<file path="src/rtl/pe_status_pkg.sv">
package pe_status_pkg;

   typedef enum logic {
      KIND_PROG  = 1'b0,
      KIND_ERASE = 1'b1
   } op_kind_e;

   localparam int unsigned KIND_COUNT = 2;

   typedef struct packed {
      logic     accept;
      logic     reject;
      op_kind_e kind;
   } start_verdict_t;

endpackage

</file>
<file path="src/rtl/pe_start_gate.sv">
module pe_start_gate
   import pe_status_pkg::*;
#(
   parameter int unsigned BUSY_POLICY = 0
) (
   input  logic [KIND_COUNT-1:0] req_vec_i,
   input  logic                  ready_i,
   input  logic                  err_any_i,
   output start_verdict_t        verdict_o
);

   logic any_req;
   logic multi_req;
   logic busy_refuse;

   assign any_req   = |req_vec_i;
   assign multi_req = (req_vec_i & (req_vec_i - 1'b1)) != '0;

   generate
      if (BUSY_POLICY == 0) begin : g_busy_reject
         assign busy_refuse = any_req & ~ready_i;
      end else begin : g_busy_drop
         assign busy_refuse = 1'b0;
      end
      if (BUSY_POLICY > 1) begin : g_bad_policy
         $error("pe_start_gate: BUSY_POLICY must be 0 or 1");
      end
   endgenerate

   always_comb begin
      verdict_o.accept = any_req & ~multi_req & ~err_any_i & ready_i;
      verdict_o.reject = any_req & ~verdict_o.accept &
                         (multi_req | err_any_i | busy_refuse);
      verdict_o.kind   = req_vec_i[KIND_ERASE] ? KIND_ERASE : KIND_PROG;
   end

endmodule

</file>
<file path="src/rtl/pe_op_tracker.sv">
module pe_op_tracker
   import pe_status_pkg::*;
(
   input  logic     clk,
   input  logic     rst_n,
   input  logic     accept_i,
   input  op_kind_e kind_i,
   input  logic     done_i,
   input  logic     fail_i,
   input  logic     clr_i,
   output logic     ready_o,
   output logic     cmpl_o,
   output op_kind_e kind_o,
   output logic     fail_evt_o,
   output logic     clr_ok_o
);

   logic     ready_q, ready_d;
   logic     cmpl_q, cmpl_d;
   op_kind_e kind_q, kind_d;
   logic     finish;

   assign finish     = ~ready_q & (done_i | fail_i);
   assign fail_evt_o = ~ready_q & fail_i;
   assign clr_ok_o   = ready_q & clr_i;

   always_comb begin
      ready_d = ready_q;
      cmpl_d  = cmpl_q;
      kind_d  = kind_q;
      if (accept_i) begin
         ready_d = 1'b0;
         cmpl_d  = 1'b1;
         kind_d  = kind_i;
      end else if (finish) begin
         ready_d = 1'b1;
         cmpl_d  = 1'b0;
      end
      if (clr_ok_o) begin
         cmpl_d = 1'b1;
      end
   end

   always_ff @(posedge clk or negedge rst_n) begin
      if (!rst_n) begin
         ready_q <= 1'b1;
         cmpl_q  <= 1'b1;
         kind_q  <= KIND_PROG;
      end else begin
         ready_q <= ready_d;
         cmpl_q  <= cmpl_d;
         kind_q  <= kind_d;
      end
   end

   assign ready_o = ready_q;
   assign cmpl_o  = cmpl_q;
   assign kind_o  = kind_q;

   // completion bit only falls at the end of a running operation
   assert_cmpl_fall_R3: assert property (@(posedge clk) disable iff (!rst_n)
      $fell(cmpl_q) |-> ($past(!ready_q) && $past(done_i || fail_i)));

   // stray completion pulses while ready do not move the state
   assert_idle_pulse_R11: assert property (@(posedge clk) disable iff (!rst_n)
      (ready_q && !accept_i && !clr_i) |=> ($stable(cmpl_q) && ready_q));

endmodule

</file>
<file path="src/rtl/pe_err_flags.sv">
module pe_err_flags
   import pe_status_pkg::*;
#(
   parameter int unsigned NUM_KINDS = KIND_COUNT
) (
   input  logic                 clk,
   input  logic                 rst_n,
   input  logic                 fail_evt_i,
   input  op_kind_e             kind_i,
   input  logic                 clr_ok_i,
   input  logic                 busy_clr_i,
   output logic [NUM_KINDS-1:0] flags_o
);

   logic [NUM_KINDS-1:0] flags_q;

   generate
      if (NUM_KINDS != KIND_COUNT) begin : g_bad_kinds
         $error("pe_err_flags: NUM_KINDS must match the operation kinds");
      end
      for (genvar k = 0; k < NUM_KINDS; k++) begin : g_flag
         logic hit;
         assign hit = fail_evt_i && (int'(kind_i) == k);
         always_ff @(posedge clk or negedge rst_n) begin
            if (!rst_n) begin
               flags_q[k] <= 1'b0;
            end else if (hit) begin
               flags_q[k] <= 1'b1;
            end else if (clr_ok_i) begin
               flags_q[k] <= 1'b0;
            end
         end

         // an error flag only appears after a reported failure
         assert_flag_from_fail_R4: assert property (@(posedge clk) disable iff (!rst_n)
            $rose(flags_q[k]) |-> $past(fail_evt_i));
      end
   endgenerate

   assign flags_o = flags_q;

   // clearing while busy leaves the flags alone
   assert_busy_clear_ignored_R9: assert property (@(posedge clk) disable iff (!rst_n)
      (busy_clr_i && !fail_evt_i) |=> $stable(flags_q));

endmodule

</file>
<file path="src/rtl/pe_status_regs.sv">
module pe_status_regs
   import pe_status_pkg::*;
#(
   parameter int unsigned STATUS_W    = 8,
   parameter int unsigned BIT_CMPL    = 7,
   parameter int unsigned BIT_EERR    = 4,
   parameter int unsigned BIT_PERR    = 3,
   parameter int unsigned BIT_RDY     = 0,
   parameter int unsigned BUSY_POLICY = 0
) (
   input  logic                clk,
   input  logic                rst_n,
   input  logic                prog_req_i,
   input  logic                erase_req_i,
   input  logic                op_done_i,
   input  logic                op_fail_i,
   input  logic                clr_req_i,
   output logic [STATUS_W-1:0] status_o,
   output logic                prog_go_o,
   output logic                erase_go_o,
   output logic                reject_o
);

   localparam int unsigned MAX_BIT = STATUS_W - 1;

   generate
      if (STATUS_W < 4) begin : g_bad_width
         $error("pe_status_regs: STATUS_W too small");
      end
      if (BIT_CMPL > MAX_BIT || BIT_EERR > MAX_BIT ||
          BIT_PERR > MAX_BIT || BIT_RDY > MAX_BIT) begin : g_bad_range
         $error("pe_status_regs: status bit position out of range");
      end
      if (BIT_CMPL == BIT_EERR || BIT_CMPL == BIT_PERR || BIT_CMPL == BIT_RDY ||
          BIT_EERR == BIT_PERR || BIT_EERR == BIT_RDY || BIT_PERR == BIT_RDY) begin : g_bad_overlap
         $error("pe_status_regs: status bit positions overlap");
      end
   endgenerate

   logic [KIND_COUNT-1:0] req_vec;
   logic [KIND_COUNT-1:0] err_flags;
   start_verdict_t        verdict;
   logic                  ready;
   logic                  cmpl;
   op_kind_e              run_kind;
   logic                  fail_evt;
   logic                  clr_ok;
   logic                  pgo_q, ego_q, rej_q;

   assign req_vec[KIND_PROG]  = prog_req_i;
   assign req_vec[KIND_ERASE] = erase_req_i;

   pe_start_gate #(
      .BUSY_POLICY (BUSY_POLICY)
   ) u_gate (
      .req_vec_i (req_vec),
      .ready_i   (ready),
      .err_any_i (|err_flags),
      .verdict_o (verdict)
   );

   pe_op_tracker u_track (
      .clk        (clk),
      .rst_n      (rst_n),
      .accept_i   (verdict.accept),
      .kind_i     (verdict.kind),
      .done_i     (op_done_i),
      .fail_i     (op_fail_i),
      .clr_i      (clr_req_i),
      .ready_o    (ready),
      .cmpl_o     (cmpl),
      .kind_o     (run_kind),
      .fail_evt_o (fail_evt),
      .clr_ok_o   (clr_ok)
   );

   pe_err_flags #(
      .NUM_KINDS (KIND_COUNT)
   ) u_err (
      .clk        (clk),
      .rst_n      (rst_n),
      .fail_evt_i (fail_evt),
      .kind_i     (run_kind),
      .clr_ok_i   (clr_ok),
      .busy_clr_i (~ready & clr_req_i),
      .flags_o    (err_flags)
   );

   always_ff @(posedge clk or negedge rst_n) begin
      if (!rst_n) begin
         pgo_q <= 1'b0;
         ego_q <= 1'b0;
         rej_q <= 1'b0;
      end else begin
         pgo_q <= verdict.accept & (verdict.kind == KIND_PROG);
         ego_q <= verdict.accept & (verdict.kind == KIND_ERASE);
         rej_q <= verdict.reject;
      end
   end

   assign prog_go_o  = pgo_q;
   assign erase_go_o = ego_q;
   assign reject_o   = rej_q;

   generate
      for (genvar b = 0; b < STATUS_W; b++) begin : g_stat
         if (b == BIT_CMPL) begin : g_cmpl
            assign status_o[b] = cmpl;
         end else if (b == BIT_EERR) begin : g_eerr
            assign status_o[b] = err_flags[KIND_ERASE];
         end else if (b == BIT_PERR) begin : g_perr
            assign status_o[b] = err_flags[KIND_PROG];
         end else if (b == BIT_RDY) begin : g_rdy
            assign status_o[b] = ready;
         end else begin : g_rsvd
            assign status_o[b] = 1'b0;
         end
      end
   endgenerate

   // a launch always shows as busy with the completion bit raised
   assert_go_busy_R2: assert property (@(posedge clk) disable iff (!rst_n)
      (prog_go_o || erase_go_o) |-> (!status_o[BIT_RDY] && status_o[BIT_CMPL]));

   // a refusal while idle and without a clear changes nothing
   assert_reject_stable_R5: assert property (@(posedge clk) disable iff (!rst_n)
      (reject_o && $past(status_o[BIT_RDY]) && !$past(clr_req_i)) |-> $stable(status_o));

   // launch and refusal pulses are mutually exclusive
   assert_pulse_exclusive_R7: assert property (@(posedge clk) disable iff (!rst_n)
      $onehot0({prog_go_o, erase_go_o, reject_o}));

   // an accepted clear leaves no error flag and a raised completion bit
   assert_clear_effect_R8: assert property (@(posedge clk) disable iff (!rst_n)
      $past(clr_req_i && status_o[BIT_RDY]) |->
         (status_o[BIT_CMPL] && !status_o[BIT_PERR] && !status_o[BIT_EERR]));

endmodule

</file>
<file path="config.mk">
export PLATFORM = sky130hd
export DESIGN_NAME = pe_status_regs
export DESIGN_NICKNAME = d
export VERILOG_FILES = /design/src/rtl/pe_status_pkg.sv /design/src/rtl/pe_start_gate.sv /design/src/rtl/pe_op_tracker.sv /design/src/rtl/pe_err_flags.sv /design/src/rtl/pe_status_regs.sv
export SDC_FILE = /design/constraint.sdc
export NUM_CORES = 1
export LEC_CHECK = 0
export BUFFER_PORTS_ARGS = -buffer_cell sky130_fd_sc_hd__buf_2
export CORE_AREA = 10 10 47 49
export CTS_BUF_LIST = sky130_fd_sc_hd__clkbuf_8
export CTS_CLUSTER_DIAMETER = 200
export DETAILED_ROUTE_END_ITERATION = 6
export DIE_AREA = 0 0 57 59
export HOLD_SLACK_MARGIN = 0.08
export SYNTH_ARGS = -nofsm -noshare
export SYNTH_HDL_FRONTEND = slang
export SYNTH_SLANG_ARGS = --single-unit
</file>
<file path="constraint.sdc">
create_clock -name clk -period 1.2 [get_ports clk]
set_input_delay 0.18 -clock clk [delete_from_list [all_inputs] [get_ports clk]]
set_output_delay 0.18 -clock clk [all_outputs]
set_load 0.005 [all_outputs]
</file>
==> results.ini <==
[run_status]
outcome = finished clean

[finish]
antenna-diode-count = 0
finalNetCount = 65
fin_cells = 70
drive_above_1_share_pct = 42.6
areaGrowthSynthToFinish_pct = 31.5

[clock_network]
cts_tree = yes
clockBufferDepth = 2
root_buffer = clkbuf_8
cts.sinks = 8
cts_buffers = 3
htreeDepth = 1
clk_latency_ns = 0.23
cts.clk_slew.worst_paths_ns = 0.04

[detailed_routing]
totalWireLength_um = 862
vias = 290
drc_errors = 0
wl_per_cell_um = 12.3
firstDrtPassIters = 4
drtIter0Drc = 6
ant_nets = 0
viasPerCell = 4.14

[global_routing]
grt_pass1_vias = 299
grt_start_max_net_pins = 9
grt_pass1_wl_um = 1280
antenna_found_initial = 0
grt.total_usage_pct = 4.92
overflow = 0

[place]
place_inst = 64
gp_congestion = 0.702
portBuffers = 13

[logic_synthesis]
ys_warn_count = 0
ys_seq_area_share_pct = 51.6
syn_area_sq_um = 393
syn_area_per_cell_sq_um = 10.3
ys_ff_latch = 8
netlist_instances = 38
synth.distinct_cells = 15

[worst_setup_path]
cp.required_ns = 1.31
r2r-end = u_track.kind_o
path_class = flop to flop
critPathLaunchType = flop
cp_max_fo = 5
crit_end = u_track.kind_o
r2r_slack_ns = 0.09
critPathArrivalTime_ns = 1.22
path_cells = nor3b_4 > nand2_2 > mux2i_1
reg2reg_depth = 3
cp-startpoint = u_track.ready_o
cpPeakStageDelay_ns = 0.55
r2r_start = u_track.ready_o
critPathSlowestCell = dfstp_2
cp-end-kind = flop

[timing]
drv_slew = 0
tns_ns = 0
finalClockSkew_ns = 0.00654
rsz0062_at_grt = false
worst_hold_slack_ns = 0.153
hold_violations = 0
period_needed_ns = 1.11
post-route-period-util_pct = 92.4
setup_viol = 0
max_freq_ghz = 0.902

[floorplan]
die_h_um = 59
dieWidth_um = 57
initial_utilization_pct = 28.0
io_pins = 18
fp.dieArea_sq_um = 3360
row_count = 14
core_area_sq_um = 1400

[pwr]
powerDensity_nw_per_um2 = 2470
vdd_ir_drop_max_uv = 632
leakagePower_nw = 0.275

[min_path]
worstHoldPathType = input port to flop
whs_path_depth = 2

[run]
maxCapViolations = 0

[per-stage QoR]
stage / instance area, sq um / util [%] / total power, mW / setup WS [ns]
4_1_cts: 495 / 35.4 / 1.21 / 0.0531
6_report: 517 / 36.9 / 1.27 / 0.0908
3_5_place_dp: 444 / 31.7 / 0.879 / 0.0582
2_1_floorplan: 404 / - / 0.757 / 0.117
3_3_place_gp: 444 / 31.7 / 0.873 / 0.0814
5_1_grt: 517 / 36.9 / 1.37 / 0.0110
[power breakdown]
| group | internal [mW] | switching [mW] | total (mW) |
|---|---|---|---|
| Combinational | 0.251 | 0.196 | 0.448 |
| Clock | 0.217 | 0.104 | 0.322 |
| Sequential | 0.408 | 0.0969 | 0.505 |
[cell usage after synthesis]
| cell type | instances | area [sq um] |
|---|---|---|
| a21oi_1 | 4 | 20.0 |
| nor2_1 | 4 | 15.0 |
| o22ai_1 | 2 | 12.5 |
| nor3b_2 | 1 | 12.5 |
| conb_1 | 1 | 3.75 |
| nand2_2 | 1 | 6.26 |
| dfrtp_1 | 6 | 150 |
| nand2b_1 | 1 | 6.26 |
| o31a_2 | 1 | 10.0 |
| dfstp_2 | 2 | 52.6 |
| ha_1 | 2 | 25.0 |
| buf_4 | 6 | 45.0 |
| o21ai_0 | 1 | 5.00 |
| mux2i_1 | 1 | 10.0 |
| inv_1 | 5 | 18.8 |
[registers in the layout (all words and copies together), names as in the netlist]
| name | flops |
|---|---|
| u_track.kind_o | 1 |
| prog_go_o | 1 |
| erase_go_o | 1 |
| reject_o | 1 |
| u_err.flags_o | 2 |
| u_track.ready_o | 1 |
| u_track.cmpl_o | 1 |
[placed cells by master, fill, tap and decap left out]
cell,netlist,final
mux2i_1,1,1
a21oi_1,4,4
o31a_2,1,1
ha_1,2,2
conb_1,1,4
clkbuf_8,0,3
nor2_1,4,4
buf_4,6,2
o22ai_1,2,2
dfstp_2,2,2
dlygate4sd3_1,0,1
nand2b_1,1,1
nand2_2,1,1
dfrtp_1,6,6
o21ai_0,1,1
buf_2,0,13
nor3b_4,0,1
inv_1,5,5
[layer usage]
layer | track usage, % | vias to the layer above | share of wire (%)
met5 | 0 | - | 0
met1 | 5.10 | 131 | 40
li1 | - | 146 | -
met4 | 6.04 | 0 | 2.7
met3 | 1.72 | 2 | 7.5
met2 | 6.98 | 11 | 49
[critical path, delay by kind of cell (launching register included)]
family | cells | cell delay [ns]
DFF | 1 | 0.55
muxes | 1 | 0.13
and+or+nand+nor | 2 | 0.32
[worst min-delay path by stage]
stage	startpoint	end	slack [ns]
after floorplan	rst_n	erase_go_o	-0.12
after global placement	rst_n	u_err.flags_o[1]	0.03
after detailed placement	rst_n	u_err.flags_o[0]	0.03
after CTS	erase_req_i	prog_go_o	0.15
after global routing	erase_req_i	prog_go_o	0.17
final	erase_req_i	prog_go_o	0.15
[cells by family (layout without fill, tap and decap cells)]
group / after synthesis / in the layout / synth area share, %
AND/OR/NAND/NOR: 7 / 7 / 10.2
adder cells (fa/ha/maj): 2 / 2 / 6.37
multiplexers: 1 / 1 / 2.55
buffers and inverters: 11 / 24 / 16.2
AO/OA/AOI/OAI: 8 / 8 / 12.1
other: 1 / 4 / 0.954
flip-flops: 8 / 8 / 51.6
[area by class of cell]
type,instances,area [sq um]
tap,16,20.0
timing repair buffer,16,90.1
sequential,8,203
inverter,5,18.8
fill,145,885
multi-input combinational,22,144
clock buffer,3,41.3
[what timing repair did]
| item | CTS | global route |
|---|---|---|
| setup buffers | 0 | 2 |
| endpoints found under the setup margin | 0 | 1 |
| hold buffers | 1 | 0 |
| resized for setup | 0 | 1 |
| hold endpoints to repair | 8 | 0 |
No activity file was read; power rests on OpenSTA's default activity.
